$ cat src/rtl/dma_paddr_pkg.sv
package dma_paddr_pkg;
  typedef enum logic {
    XW_BYTE = 1'b0,
    XW_WORD = 1'b1
  } xfer_width_e;
endpackage

$ cat src/rtl/dma_rst_sync.sv
module dma_rst_sync (
  input  logic clk,
  input  logic rst_n,
  output logic rst_sync_n
);
  logic [1:0] stage_q;

  always_ff @(posedge clk or negedge rst_n) begin
    if (!rst_n) stage_q <= 2'b00;
    else        stage_q <= {stage_q[0], 1'b1};
  end

  assign rst_sync_n = stage_q[1];
endmodule

$ cat src/rtl/dma_xfer_ctr.sv
module dma_xfer_ctr #(
  parameter int ADDR_W = 16,
  parameter int CNT_W  = 16
) (
  input  logic              clk,
  input  logic              rst_n,
  input  logic              load_i,
  input  logic [ADDR_W-1:0] start_addr_i,
  input  logic [CNT_W-1:0]  start_cnt_i,
  input  logic              xfer_i,
  output logic [ADDR_W-1:0] addr_o,
  output logic              done_o
);
  localparam logic [ADDR_W-1:0] ADDR_ONE = ADDR_W'(1);
  localparam logic [CNT_W-1:0]  CNT_ONE  = CNT_W'(1);

  logic [ADDR_W-1:0] addr_q, addr_d;
  logic [CNT_W-1:0]  cnt_q, cnt_d;
  logic              done_q, done_d;
  logic              step;
  logic              en;

  assign step = xfer_i && !done_q && !load_i;
  assign en   = load_i || step;

  always_comb begin
    addr_d = addr_q;
    cnt_d  = cnt_q;
    done_d = done_q;
    if (load_i) begin
      addr_d = start_addr_i;
      cnt_d  = start_cnt_i;
      done_d = 1'b0;
    end else if (step) begin
      addr_d = addr_q + ADDR_ONE;
      cnt_d  = cnt_q - CNT_ONE;
      done_d = (cnt_q == '0);
    end
  end

  always_ff @(posedge clk or negedge rst_n) begin
    if (!rst_n) begin
      addr_q <= '0;
      cnt_q  <= '0;
      done_q <= 1'b1;
    end else if (en) begin
      addr_q <= addr_d;
      cnt_q  <= cnt_d;
      done_q <= done_d;
    end
  end

  assign addr_o = addr_q;
  assign done_o = done_q;
endmodule

$ cat src/rtl/dma_paddr_map.sv
module dma_paddr_map
  import dma_paddr_pkg::*;
#(
  parameter int ADDR_W = 16,
  parameter int PAGE_W = 8,
  parameter int LANES  = 2
) (
  input  xfer_width_e                width_i,
  input  logic [PAGE_W-1:0]          page_i,
  input  logic [ADDR_W-1:0]          addr_i,
  output logic [PAGE_W+ADDR_W-1:0]   paddr_o,
  output logic [LANES-1:0]           byte_en_o
);
  localparam int PADDR_W = PAGE_W + ADDR_W;

  logic [PADDR_W-1:0] byte_addr;
  logic [PADDR_W-1:0] word_addr;

  assign byte_addr = {page_i, addr_i};
  assign word_addr = {page_i[PAGE_W-1:1], addr_i, 1'b0};
  assign paddr_o   = (width_i == XW_WORD) ? word_addr : byte_addr;

  for (genvar g = 0; g < LANES; g++) begin : g_lane
    assign byte_en_o[g] = (width_i == XW_WORD) ||
                          (32'(byte_addr[0]) == g);
  end
endmodule

$ cat src/rtl/dma_paddr_gen.sv
module dma_paddr_gen
  import dma_paddr_pkg::*;
#(
  parameter int ADDR_W = 16,
  parameter int PAGE_W = 8,
  parameter int CNT_W  = 16
) (
  input  logic                       clk,
  input  logic                       rst_n,
  input  logic                       load_i,
  input  logic                       word_mode_i,
  input  logic [PAGE_W-1:0]          page_i,
  input  logic [ADDR_W-1:0]          start_addr_i,
  input  logic [CNT_W-1:0]           start_cnt_i,
  input  logic                       xfer_i,
  output logic [PAGE_W+ADDR_W-1:0]   paddr_o,
  output logic [1:0]                 byte_en_o,
  output logic                       done_o
);
  localparam int PADDR_W = PAGE_W + ADDR_W;

  logic              rst_sync_n;
  logic [PAGE_W-1:0] page_q, page_d;
  xfer_width_e       width_q, width_d;
  logic [ADDR_W-1:0] addr;

  dma_rst_sync u_rst_sync (
    .clk        (clk),
    .rst_n      (rst_n),
    .rst_sync_n (rst_sync_n)
  );

  always_comb begin
    page_d  = page_i;
    width_d = word_mode_i ? XW_WORD : XW_BYTE;
  end

  always_ff @(posedge clk or negedge rst_sync_n) begin
    if (!rst_sync_n) begin
      page_q  <= '0;
      width_q <= XW_BYTE;
    end else if (load_i) begin
      page_q  <= page_d;
      width_q <= width_d;
    end
  end

  dma_xfer_ctr #(.ADDR_W(ADDR_W), .CNT_W(CNT_W)) u_ctr (
    .clk          (clk),
    .rst_n        (rst_sync_n),
    .load_i       (load_i),
    .start_addr_i (start_addr_i),
    .start_cnt_i  (start_cnt_i),
    .xfer_i       (xfer_i),
    .addr_o       (addr),
    .done_o       (done_o)
  );

  dma_paddr_map #(.ADDR_W(ADDR_W), .PAGE_W(PAGE_W), .LANES(2)) u_map (
    .width_i   (width_q),
    .page_i    (page_q),
    .addr_i    (addr),
    .paddr_o   (paddr_o),
    .byte_en_o (byte_en_o)
  );
endmodule

$ cat config.mk
export PLATFORM = sky130hd
export DESIGN_NAME = dma_paddr_gen
export DESIGN_NICKNAME = d
export VERILOG_FILES = /design/src/rtl/dma_paddr_pkg.sv /design/src/rtl/dma_rst_sync.sv /design/src/rtl/dma_xfer_ctr.sv /design/src/rtl/dma_paddr_map.sv /design/src/rtl/dma_paddr_gen.sv
export SDC_FILE = /design/constraint.sdc
export NUM_CORES = 1
export LEC_CHECK = 0
export BUFFER_PORTS_ARGS = -buffer_cell sky130_fd_sc_hd__buf_2
export CORE_MARGIN = 2
export CORE_UTILIZATION = 52
export DETAILED_ROUTE_END_ITERATION = 6
export PLACE_DENSITY = 0.8
export SLEW_MARGIN = 30
export SYNTH_ARGS = -nofsm -noshare
export SYNTH_HDL_FRONTEND = slang
export SYNTH_SLANG_ARGS = --single-unit
$ cat constraint.sdc
create_clock -name clk -period 1.8 [get_ports clk]
set_input_delay 0.09 -clock clk [delete_from_list [all_inputs] [get_ports clk]]
set_output_delay 0.09 -clock clk [all_outputs]
set_load 0.01 [all_outputs]
== Word level (Yosys, flattened, before mapping) ==
Index checks and enable logic that the tools add are counted.

* Flip-flop bits (word level): 44
* Bits in latches: 0
* Bits in writable memories: 0
* Bits in read-only memories: 0
* Bits of input ports: 45
* Memories: 0

* Add/sub/neg operators: 2
* Multipliers: 0
* Divide/modulo/power cells: 0
* Order comparisons: 0
* Equal/unequal tests: 0
* Shifts and indexed selects: 0
* Mux-type cells: 8
* Bitwise gates (word level): 1
* Reduce and logical (&&, ||, !) cells: 10

{| class="wikitable"
|+ Operators by type and width
! cell !! number
|-
| 2-to-1 mux 16 bit || 4
|-
| 2-to-1 mux 17 bit || 1
|-
| adder 16 x 1 -> 16 bit, second input constant || 1
|-
| zero test 16 bit || 1
|-
| subtractor 16 x 1 -> 16 bit, second input constant || 1
|-
| logical OR 1 bit || 3
|-
| 2-to-1 mux 1 bit || 3
|-
| logical AND 1 bit || 2
|-
| zero test 1 bit || 2
|-
| AND reduction 2 bit || 1
|-
| nonzero test 2 bit || 1
|-
| NOT 1 bit || 1
|}

== Longest topological paths before layout ==
* Depth after elaboration: 5
* Mapped depth: 6
* Gate-level depth less buffers: 6

== Hierarchy ==
A second synthesis with hierarchy kept.

* Cells, all modules: 251
* Area total of the unflattened synthesis: 2,595.0 sq um

{| class="wikitable"
|+ Modules (own cells, without submodules)
! module !! instances !! cells each !! area an instance (sq um) !! sequential area each (sq um)
|-
| dma_xfer_ctr || 1 || 201 || 1,858.0 || 827.0
|-
| dma_paddr_gen || 1 || 19 || 371.6 || 225.2
|-
| dma_paddr_map || 1 || 28 || 311.5 || 0.0
|-
| dma_rst_sync || 1 || 3 || 53.8 || 50.0
|}

== Least setup slack after synthesis ==
Ideal clock, no wire load.

* Kind: reg2reg
* From: register u_ctr.cnt_q[0]
* To: register u_ctr.cnt_q[14]
* Setup time: 0.082 ns
* Arrival: 1.712 ns
* Required time: 1.718 ns
* Path slack: 0.006 ns
* Stages on the path, launching flop included: 7
* Path buffers: 0
* Period minus slack after synthesis: 1.794 ns
* Cell sequence: dfrtp_1 -> inv_1 -> ha_1 -> nor3b_2 -> nand4_1 -> or4_1 -> a31oi_1

* Word-level cells in the longest chain between the ends: 3

{| class="wikitable"
|+ RTL lines
! item !! RTL line !! RTL
|-
| start: declaration || dma_xfer_ctr.sv:18 || <nowiki>logic [CNT_W-1:0] cnt_q, cnt_d;</nowiki>
|-
| start signal: assignment || dma_xfer_ctr.sv:48 || <nowiki>cnt_q <= cnt_d;</nowiki>
|-
| subtractor 16 x 1 -> 16 bit || dma_xfer_ctr.sv:36 || <nowiki>cnt_d = cnt_q - CNT_ONE;</nowiki>
|-
| 2-to-1 mux 16 bit || dma_xfer_ctr.sv:34 || <nowiki>end else if (step) begin</nowiki>
|-
| 2-to-1 mux 16 bit || dma_xfer_ctr.sv:30 || <nowiki>if (load_i) begin</nowiki>
|}

Every way passes these cells. The select of a mux whose other input is x is not followed.
A chain may end at the register's enable or synchronous reset.

== Final worst setup path ==
* From: register u_ctr.cnt_q[1]
* To: register u_ctr.cnt_q[12]

Same word-level chain as after synthesis.

==> results.py <==
metrics = {
    "run_status": {
        "status": "finished clean",
    },
    "clock_network": {
        "htreeDepth": 2,
        "clock_latency_ps": 310,
        "path_clk_slew_ps": 90,
        "cts_tree": "done",
        "clock-sinks": 44,
        "cts_buffers": 5,
        "cts_buffer_depth": 2,
        "root_buffer": "clkbuf_8",
    },
    "synth": {
        "synth_edf_count": 0,
        "avgSynthCellArea_um2": 9.67,
        "netlist_area_mm2": 0.00248,
        "synthCells": 257,
        "ys_seq_area_share_pct": 44.4,
        "ys_seq_elements": 44,
        "synth_top_cell_by_area": "dfrtp_1",
        "yosysMostFrequentCell": "dfrtp_1",
        "netlist.area_leader.share_pct": 43.3,
        "synth_common_cells": "dfrtp_1, nand2_1, o21ai_0",
        "ys_types": 42,
        "synth_warnings": 0,
        "syn_nets": 304,
        "synth_flop_cell": "dfrtp_1",
        "synthArstFlopShare_pct": 100,
        "synth.area.top_cells": "dfrtp_1, mux2_2, o21ai_0",
    },
    "critical_path": {
        "rr_worst_depth": 7,
        "cp-startpoint": "u_ctr.cnt_q[1]",
        "r2r_slack_ps": 70,
        "cp-end-kind": "flop",
        "arrival_ps": 1970,
        "regToRegEndpoint": "u_ctr.cnt_q[12]",
        "crit_required_ps": 2040,
        "cp-start-kind": "flop",
        "path_cells": "inv_2, ha_4, nor3b_4, nand4_1, buf_4, or3_1, a31oi_1",
        "max_stage_delay_ps": 430,
        "crit_type": "reg -> reg",
        "slowest_stage": "dfrtp_1",
        "crit_end": "u_ctr.cnt_q[12]",
        "reg2reg_from": "u_ctr.cnt_q[1]",
        "cp_max_fo": 5,
    },
    "global_routing": {
        "grt_max_degree": 55,
        "overflow": 0,
        "grt_pass1_wl_um": 9380,
        "antenna_found_initial": 0,
        "grt.total_usage_pct": 22.4,
        "grt_pass1_vias": 2107,
    },
    "floorplanning": {
        "die_y_um": 73.1,
        "dieArea_mm2": 0.00535,
        "chipWidth_um": 73.1,
        "pin_count": 72,
        "core-area_mm2": 0.00466,
        "num_rows": 25,
        "start_util_pct": 53.3,
    },
    "drt": {
        "via_per_inst": 5.36,
        "wl_per_cell_um": 13.6,
        "wl_met3_um": 217,
        "dr.max_layer_used": "met4",
        "dr_wl_met2_um": 2850,
        "wl_met1_um": 2490,
        "drtPass1Iterations": 4,
        "wl_um": 5610,
        "vias": 2213,
        "initialDrtViolationCount": 114,
        "antenna_left": 0,
        "drcViolationCount": 0,
    },
    "timing": {
        "finalCritPeriodShare_pct": 96.2,
        "min_period_ps": 1730,
        "rsz0062_at_grt": "true",
        "fmax_ghz": 0.578,
        "skew_ps": 12.5,
        "maxSlewViolCount": 0,
        "finalSetupTns_ps": 0,
        "setup_viol": 0,
        "hold_viol": 0,
    },
    "final_layout": {
        "diodes": 0,
        "drive_gt1_share_pct": 36.8,
        "synthToLayoutAreaGrowth_pct": 34.5,
        "layout.nets": 405,
        "num-fill-cells": 372,
        "fin_cells": 413,
    },
    "worst_hold_path": {
        "hp-class": "in -> reg",
    },
    "placed_design": {
        "dp_cells": 377,
        "dpl.hpwl_um": 3810,
        "routabilityCongestion": 0.763,
        "portBuffers": 71,
    },
    "power": {
        "p_per_area_mw_per_mm2": 775,
        "irDropWorstVdd_v": 0.000557,
        "leakagePower_uw": 0.00149,
    },
    "flow_run": {
        "maxCapViolCount": 0,
    },
}
## placed cells by master, fill, tap and decap left out, drive strengths merged, types with 8 or more instances in the layout
cell type	netlist	routed
nor2	13	13
buf	11	88
dfrtp	43	43
xor2	10	10
mux2	22	22
nand2	35	35
o21ai	30	30
inv	7	8
xnor2	12	12
dlygate4sd3	0	25
## per-layer routing
layer  GRT usage (%)  vias to the layer above
met5               0                        -
met4            6.17                        0
met1            28.0                     1050
met3            5.25                        5
li1                -                     1102
met2            38.5                       56
## metrics by stage
stage               setup WS (ps)  hold slack [ps]  instance area, um2  power, uW  util [%]
floorplan                    6.41             -206                2480       1560         -
global placement              114             -125                2930       1740      62.9
detailed placement           32.0             -123                2930       1760      62.9
CTS                          18.8            0.442                3300       2590      70.8
global route                -30.3             5.07                3340       2740      71.7
finish                       68.4             3.74                3340       2590      71.7
## worst min-delay path by stage
stage | cells after the start | slack (ps) | startpoint | to
after floorplan | 0 | -210 | rst_n | u_rst_sync.stage_q[0]
after global placement | 1 | -120 | rst_n | u_rst_sync.stage_q[0]
after detailed placement | 1 | -120 | rst_n | u_rst_sync.stage_q[0]
after CTS | 2 | 0.4 | start_cnt_i[10] | u_ctr.cnt_q[10]
after global routing | 2 | 5 | page_i[6] | page_q[6]
final | 2 | 4 | start_addr_i[13] | u_ctr.addr_o[13]
## report_power, final
group	internal, uW	total (uW)	switching [uW]	leakage [uW]
clock network	418	791	373	0.0000548
registers	1090	1210	124	0.000518
logic	323	588	265	0.000916
## state kept, by name, summed over array words and instances, names as in the netlist
register / cells
u_ctr.addr_o: 16
u_ctr.cnt_q: 16
page_q: 8
u_rst_sync.stage_q: 2
u_ctr.done_o: 1
width_q: 1
## worst max-delay path: cells and delay by family, from the launching register on
kind            cells  cell delay, ps
simple gates        3             680
flops               1             430
buf+inv             2             280
compound gates      1             150
fa+ha+maj           1             130
## kinds of logic (layout without fill, tap and decap cells)
group	after synthesis	in the layout	synth area share (%)
AND/OR/NAND/NOR	95	95	20.7
flip-flops	44	44	44.4
other	1	1	0.151
adder cells (fa/ha/maj)	2	2	1.01
multiplexers	24	24	10.8
XOR/XNOR	22	22	7.75
buffers and inverters	26	128	5.34
AO/OA/AOI/OAI	43	43	9.92
## cell type report
cell class                 count  area (um2)  share of cell area (%)
clock buffer                   5        68.8                    2.06
clock inverter                 3        46.3                    1.39
inverter                       7        26.3                   0.786
multi-input combinational    187        1270                    38.0
sequential                    44        1110                    33.1
tap                           54        67.6                    2.02
timing repair buffer         113         758                    22.7
## what timing repair did
| action | CTS | global route |
|---|---|---|
| gates resized for setup | 1 | 6 |
| endpoints found under the hold margin | 26 | 0 |
| setup endpoints to repair | 7 | 4 |
| pin swaps | 0 | 6 |
| gates cloned | 0 | 0 |
| hold buffers | 25 | 0 |
| buffers inserted | 0 | 3 |
(Power assumes the default switching activity.)
